==> src/rtl/wcs_pkg.sv <==
`timescale 1ns/1ps
package wcs_pkg;
   typedef enum logic [1:0] {
      SEL_ADDR = 2'd0,
      SEL_DATA = 2'd1,
      SEL_BRK  = 2'd2,
      SEL_NONE = 2'd3
   } wcs_sel_e;

   localparam int unsigned WCS_DATA_W = 32;
   localparam int unsigned WCS_ADDR_W = 13;
   localparam int unsigned WCS_CNT_W  = 2;
   localparam int unsigned WCS_REG_W  = 16;
   localparam int unsigned WCS_BRK_W  = 13;
endpackage

==> src/rtl/wcs_hold_reg.sv <==
`timescale 1ns/1ps
module wcs_hold_reg #(
   parameter int unsigned W = 32
) (
   input  logic         clk,
   input  logic         rst_n,
   input  logic         ld,
   input  logic [W-1:0] d,
   output logic [W-1:0] q
);
   if (W < 1) begin : g_bad_w
      initial $fatal(1, "wcs_hold_reg: W must be positive");
   end

   always_ff @(posedge clk) begin
      if (!rst_n)  q <= '0;
      else if (ld) q <= d;
   end
endmodule

==> src/rtl/wcs_addr_seq.sv <==
`timescale 1ns/1ps
module wcs_addr_seq #(
   parameter int unsigned ADDR_W = 13,
   parameter int unsigned CNT_W  = 2,
   parameter int unsigned REG_W  = 16
) (
   input  logic              clk,
   input  logic              rst_n,
   input  logic              load_en,
   input  logic [REG_W-1:0]  load_val,
   input  logic              step_en,
   output logic [ADDR_W-1:0] q_addr,
   output logic [CNT_W-1:0]  q_cnt,
   output logic [REG_W-1:0]  q_reg
);
   localparam int unsigned FIELD_W = ADDR_W + CNT_W;
   localparam int unsigned SPARE_W = REG_W - FIELD_W;
   localparam logic [CNT_W-1:0] CNT_TERM   = '1;
   localparam logic [CNT_W-1:0] CNT_PRETERM = CNT_TERM - 1'b1;

   if (REG_W < FIELD_W) begin : g_bad_reg
      initial $fatal(1, "wcs_addr_seq: REG_W too small for fields");
   end
   if (CNT_W < 1 || ADDR_W < 1) begin : g_bad_fields
      initial $fatal(1, "wcs_addr_seq: field widths must be positive");
   end

   logic [ADDR_W-1:0] addr_q;
   logic [CNT_W-1:0]  cnt_q;
   logic [CNT_W-1:0]  cnt_nxt;
   logic              carry;

   always_comb begin
      cnt_nxt = cnt_q + 1'b1;
      carry   = (cnt_nxt == CNT_TERM);
   end

   always_ff @(posedge clk) begin
      if (!rst_n) begin
         addr_q <= '0;
         cnt_q  <= '0;
      end else if (load_en) begin
         addr_q <= load_val[ADDR_W-1:0];
         cnt_q  <= load_val[FIELD_W-1:ADDR_W];
      end else if (step_en) begin
         cnt_q <= cnt_nxt;
         if (carry) addr_q <= addr_q + 1'b1;
      end
   end

   assign q_addr = addr_q;
   assign q_cnt  = cnt_q;

   if (SPARE_W > 0) begin : g_spare
      logic [SPARE_W-1:0] spare_q;
      always_ff @(posedge clk) begin
         if (!rst_n)       spare_q <= '0;
         else if (load_en) spare_q <= load_val[REG_W-1:FIELD_W];
      end
      assign q_reg = {spare_q, cnt_q, addr_q};

      // data steps never disturb the spare bits
      a_r7_spare_kept: assert property (@(posedge clk) disable iff (!rst_n)
         (step_en && !load_en) |=> $stable(spare_q));
   end else begin : g_nospare
      assign q_reg = {cnt_q, addr_q};
   end

   // each step advances the counter by one modulo its range
   a_r3_cnt_step: assert property (@(posedge clk) disable iff (!rst_n)
      (step_en && !load_en) |=> (cnt_q == CNT_W'($past(cnt_q) + 1'b1)));

   // reaching the terminal count advances the word address
   a_r4_carry: assert property (@(posedge clk) disable iff (!rst_n)
      (step_en && !load_en && cnt_q == CNT_PRETERM)
         |=> (addr_q == ADDR_W'($past(addr_q) + 1'b1)));

   // other steps leave the word address alone
   a_r4_no_carry: assert property (@(posedge clk) disable iff (!rst_n)
      (step_en && !load_en && cnt_q != CNT_PRETERM) |=> $stable(addr_q));

   // without a load or step the fields hold
   a_r8_idle_hold: assert property (@(posedge clk) disable iff (!rst_n)
      (!step_en && !load_en) |=> ($stable(addr_q) && $stable(cnt_q)));
endmodule

==> src/rtl/wcs_addr_sequencer.sv <==
`timescale 1ns/1ps
module wcs_addr_sequencer
   import wcs_pkg::*;
#(
   parameter int unsigned DATA_W  = WCS_DATA_W,
   parameter int unsigned ADDR_W  = WCS_ADDR_W,
   parameter int unsigned CNT_W   = WCS_CNT_W,
   parameter int unsigned REG_W   = WCS_REG_W,
   parameter int unsigned BRK_W   = WCS_BRK_W,
   parameter logic [7:0]  RD_CONST = 8'hFF
) (
   input  logic              clk,
   input  logic              rst_n,
   input  logic              wr_en,
   input  logic              rd_en,
   input  logic [1:0]        reg_sel,
   input  logic [DATA_W-1:0] wr_data,
   output logic [DATA_W-1:0] rd_data,
   output logic [ADDR_W-1:0] cs_word_addr,
   output logic [CNT_W-1:0]  cs_phase,
   output logic [DATA_W-1:0] cs_wdata,
   output logic [BRK_W-1:0]  brk_addr
);
   if (DATA_W < REG_W || DATA_W < BRK_W || DATA_W < 8) begin : g_bad_data
      initial $fatal(1, "wcs_addr_sequencer: DATA_W too narrow");
   end

   wcs_sel_e sel;
   assign sel = wcs_sel_e'(reg_sel);

   logic wr_addr, wr_dat, wr_brk;
   always_comb begin
      wr_addr = wr_en && (sel == SEL_ADDR);
      wr_dat  = wr_en && (sel == SEL_DATA);
      wr_brk  = wr_en && (sel == SEL_BRK);
   end

   logic [REG_W-1:0] addr_reg;

   wcs_addr_seq #(
      .ADDR_W (ADDR_W),
      .CNT_W  (CNT_W),
      .REG_W  (REG_W)
   ) u_seq (
      .clk      (clk),
      .rst_n    (rst_n),
      .load_en  (wr_addr),
      .load_val (wr_data[REG_W-1:0]),
      .step_en  (wr_dat),
      .q_addr   (cs_word_addr),
      .q_cnt    (cs_phase),
      .q_reg    (addr_reg)
   );

   wcs_hold_reg #(.W(DATA_W)) u_data (
      .clk   (clk),
      .rst_n (rst_n),
      .ld    (wr_dat),
      .d     (wr_data),
      .q     (cs_wdata)
   );

   wcs_hold_reg #(.W(BRK_W)) u_brk (
      .clk   (clk),
      .rst_n (rst_n),
      .ld    (wr_brk),
      .d     (wr_data[BRK_W-1:0]),
      .q     (brk_addr)
   );

   always_comb begin
      rd_data = '0;
      if (rd_en) begin
         unique case (sel)
            SEL_ADDR: rd_data = DATA_W'(addr_reg);
            SEL_DATA: rd_data = DATA_W'(RD_CONST);
            SEL_BRK:  rd_data = DATA_W'(brk_addr);
            default:  rd_data = '0;
         endcase
      end
   end

   // data register reads never reflect written data
   a_r5_data_read: assert property (@(posedge clk) disable iff (!rst_n)
      (rd_en && reg_sel == 2'd1 && $past(wr_dat)) |-> (rd_data != cs_wdata || cs_wdata == DATA_W'(RD_CONST)));

   // break register changes only on its own write
   a_r6_brk_hold: assert property (@(posedge clk) disable iff (!rst_n)
      !wr_brk |=> $stable(brk_addr));
endmodule

==> config.mk <==
export PLATFORM = sky130hd
export DESIGN_NAME = wcs_addr_sequencer
export DESIGN_NICKNAME = d
export VERILOG_FILES = /design/src/rtl/wcs_pkg.sv /design/src/rtl/wcs_hold_reg.sv /design/src/rtl/wcs_addr_seq.sv /design/src/rtl/wcs_addr_sequencer.sv
export SDC_FILE = /design/constraint.sdc
export NUM_CORES = 1
export LEC_CHECK = 0
export BUFFER_PORTS_ARGS = -buffer_cell sky130_fd_sc_hd__buf_4
export CORE_MARGIN = 8
export CORE_UTILIZATION = 50
export CTS_BUF_LIST = sky130_fd_sc_hd__clkbuf_16
export CTS_CLUSTER_DIAMETER = 30
export DETAILED_ROUTE_END_ITERATION = 7
export GPL_TIMING_DRIVEN = 0
export PLACE_DENSITY = 0.85
export SETUP_SLACK_MARGIN = 0.5
export SYNTH_ARGS = -nofsm -noshare
export SYNTH_HDL_FRONTEND = slang
export SYNTH_HIERARCHICAL = 1
export SYNTH_SLANG_ARGS = --single-unit
export TNS_END_PERCENT = 30
==> constraint.sdc <==
create_clock -name clk -period 3.65 [get_ports clk]
set_input_delay 0.1825 -clock clk [delete_from_list [all_inputs] [get_ports clk]]
set_output_delay 0.1825 -clock clk [all_outputs]
set_load 0.1 [all_outputs]
Word level (Yosys, flattened, before mapping). Cells that the tools add are included.

Register bits after elaboration: 61. Bits of input ports: 38. Logic and storage cells: 24.

$add $sub $neg: 2. Eq/ne operators: 3. Muxes and demuxes: 7. Reductions and logical operators: 7.

Operators by type and width (number): case mux 16 bit (3 select lines) (1); two-way mux 13 bit (3); two-way mux 16 bit (1); adder 13 x 1 -> 13 bit (second input constant) (1); == test 2 bit (second input constant) (2); two-way mux 2 bit (2); nonzero test 2 bit (2); logical AND 1 bit (3); adder 2 x 1 -> 2 bit (second input constant) (1); == test 2 x 1 -> 1 bit (second input constant) (1); logical NOT 2 bit (1); AND reduction 2 bit (1).

Logic depth before layout (Yosys ltp).
Depth in word-level cells: 5. Mapped depth: 8.

By module. The synthesis kept the hierarchy.

Modules (own cells, without submodules): wcs_hold_reg (u_data) (times used 1, cells each 103, area each 1243.7 µm²); wcs_addr_seq (times used 1, cells each 114, area each 983.4 µm²); wcs_hold_reg (u_brk) (times used 1, cells each 42, area each 506.7 µm²); wcs_addr_sequencer (times used 1, cells each 68, area each 459.2 µm²).

Worst setup path after synthesis. Ideal clock, no wire load.

Kind: reg-to-output. Start: reg u_seq.addr_q[8] (netlist: u_seq/q_addr[8]). End: out rd_data[8]. Data arrival time: 2596 ps. Path slack: 871 ps. Stages on the path, launching flop included: 4. Buffers on the path: 1. Cells stage by stage: dfxtp_1 > buf_4 > mux2i_1 > nor2_1.

Word-level cells in the longest chain between the ends: 2.

RTL lines: from (decl) (RTL line wcs_addr_seq.sv:28) `logic [ADDR_W-1:0] addr_q;`; from (signal assigned) (RTL line wcs_addr_seq.sv:43) `addr_q <= load_val[ADDR_W-1:0];`; from (signal assigned) (RTL line wcs_addr_seq.sv:47) `if (carry) addr_q <= addr_q + 1'b1;`; case mux 16 bit (3 select lines) (RTL line wcs_addr_sequencer.sv:74) `unique case (sel)`; two-way mux 16 bit (RTL line wcs_addr_sequencer.sv:73) `if (rd_en) begin`; to (decl) (RTL line wcs_addr_sequencer.sv:18) `output logic [DATA_W-1:0] rd_data,`.

No other way between the ends.

Final worst setup path.
Start: reg u_seq.addr_q[3] (netlist: u_seq/q_addr[3]). End: out rd_data[3].

The elaborated chain is that of the path after synthesis.

==> impl_metrics.ini <==
[yosys]
yosysTopAreaCellShare_pct = 38.24
seq_area_frac_synth_pct = 38.24
ys_async_sr_fraction_pct = 0
syn_inst = 327
syn_area_um2 = 3193
synth_area_leaders = dfxtp_1 (38%), mux2i_1 (16%), nor2b_1 (9.2%)
synth_edf_count = 0
yosysTopAreaCell = dfxtp_1
synth-seq-cells = 61
ys.flop_type = dfxtp_1
yosysWarnings = 6
ys_types = 33
avgSynthCellArea_um2 = 9.765

[clocking]
clkLatencyLatePin_ps = 320
cts_tree = built
post-cts-setup-buffers = 0
clock-sinks = 61
cts_resized = 0
cts_root_buf = clkbuf_16
hold_buffers = 0
cts_buffer_depth = 2
htreeDepth = 3
numCtsBuffers = 9
clkTransAtPathRegs_ps = 50

[timing]
hold_ws_ps = 105.1
fin_skew_ps = 7.602
maxSlewViolCount = 0
fin_ws_ps = 1967
post-route-period-util_pct = 46.11
fin_tns_setup_ps = 0
finalHoldViolCount = 0
setup_violations = 0
fin_crit_ps = 1683
grt_setup_unrepaired = false
max_freq_mhz = 594.2

[global_routing]
antenna_found_initial = 0
grt_use_met1_pct = 21.38
gr-total-overflow = 0
grt_max_degree = 17
grt_use_total_pct = 18.93
grt_first_pass_wirelength_um = 13410
met3_usage_pct = 4.602
met2_usage_pct = 32.63
first_global_vias = 2719
grt_busiest_layer = met2

[layout]
syn_to_final_growth_pct = 39.69
fillCellCount = 490
fin_nets = 505
layout.cells.non_filler = 546
layout_common_cells = buf_4 (145), dfxtp_1 (61), mux2i_1 (52), nor2b_1 (47)
largest_register_ffs = 32
diodes = 0
mostFrequentLayoutCell = buf_4
drive_gt1_share_pct = 38.81

[route]
first_pass_iters = 5
finalWirelength_um = 8942
first_iter_violations = 114
vias_per_cell = 4.929
ant_nets = 0
wl_per_cell_um = 16.38
via_count = 2691
drc = 0

[worst_setup_path]
cp.arrival_ps = 1500
crit_path_start_kind = flop
worstSetupPathType = flop to primary output
end_kind = primary output
path_max_fanout = 7
cp.required_ps = 3470

[floorplan]
io_pins = 130
chipHeight_um = 95.92
die_area_um2 = 9200
core_um2 = 6277
die_x_um = 95.92
initial_core_util_pct = 50.87
std_cell_rows = 29

[run_status]
status = completed

[pwr]
power.density_nw_per_um2 = 458.9
vdd_drop_max_mv = 0.3182
p_leak_nw = 1.966
total_power_mw = 2.047

[place]
port-buffer-count = 112
dpl_worst_slack_ps = 1808
dp_hpwl_um = 6809
place_inst = 531
gp_congestion = 0.7719

[min_path]
min_path_type = primary input to flop

[flow_run]
maxCapViolCount = 0
synthesized netlist by cell type, types with 3 or more instances:
master     n
dfxtp_1   61
mux2i_1   52
nor2b_1   47
buf_4     33
nand2_1   18
nor2_1    18
o21ai_0   12
a21oi_1   11
xnor2_1    9
clkbuf_1   8
o22ai_2    8
inv_1      5
buf_12     4
buf_6      4
nor3_1     4
xor2_1     4
and3_1     3
buf_2      3
nor4_2     3
path summary, 6_finish.rpt:
check	from	endpoint	slack (ps)	depth (start not counted)
min	wr_data[13]	u_seq/q_cnt[0]	110	2
max reg2reg	u_seq/q_cnt[0]	u_seq/q_addr[11]	2050	6
min reg2reg	u_data/q[18]	u_data/q[18]	510	2
max	u_seq/q_addr[3]	rd_data[3]	1970	4
cell families (layout without fill, tap and decap cells):
family,Yosys count,count (layout),synth area share [%]
simple gates,107,107,19.71
flops,61,61,38.24
buf+inv,57,184,13.68
mux,52,52,16.30
compound gates,34,34,7.602
xor+xnor,13,13,3.566
fa+ha+maj,2,2,0.7836
other cells,1,16,0.1174
through the flow:
stage	cell area, µm²	util (%)
floorplan	3249	-
global placement	4187	66.69
detailed placement	4187	66.69
CTS	4461	71.06
global route	4461	71.06
finish	4461	71.06
critical path, cell delays in order, from the launching register on:
cell and delay [ps]:
dfxtp_1 520, buf_4 170, nor2_1 40, o22ai_2 140, buf_4 310
area by class of cell:
cell class / count / area (µm²) / area share, %
buffer: 52 / 417.9 / 9.369
clock inverter: 6 / 48.80 / 1.094
clock buffer: 9 / 225.2 / 5.049
inverter: 5 / 18.77 / 0.4208
tap: 77 / 96.34 / 2.160
sequential: 61 / 1221 / 27.38
timing repair buffer: 112 / 840.8 / 18.85
multi-input combinational: 224 / 1592 / 35.68
where the power goes:
| part | internal, mW | switching (mW) | leakage [nW] |
|---|---|---|---|
| clock | 0.511 | 0.270 | 0.144 |
| combinational | 0.149 | 0.399 | 1.33 |
| sequential | 0.694 | 0.0251 | 0.497 |
metal layers:
| layer | vias to the layer above | part of all wire (%) |
|---|---|---|
| met5 | - | 0 |
| li1 | 1321 | - |
| met3 | 9 | 7.1 |
| met4 | 0 | 1.7 |
| met2 | 91 | 50 |
| met1 | 1270 | 41 |
(Power assumes the default switching activity.)
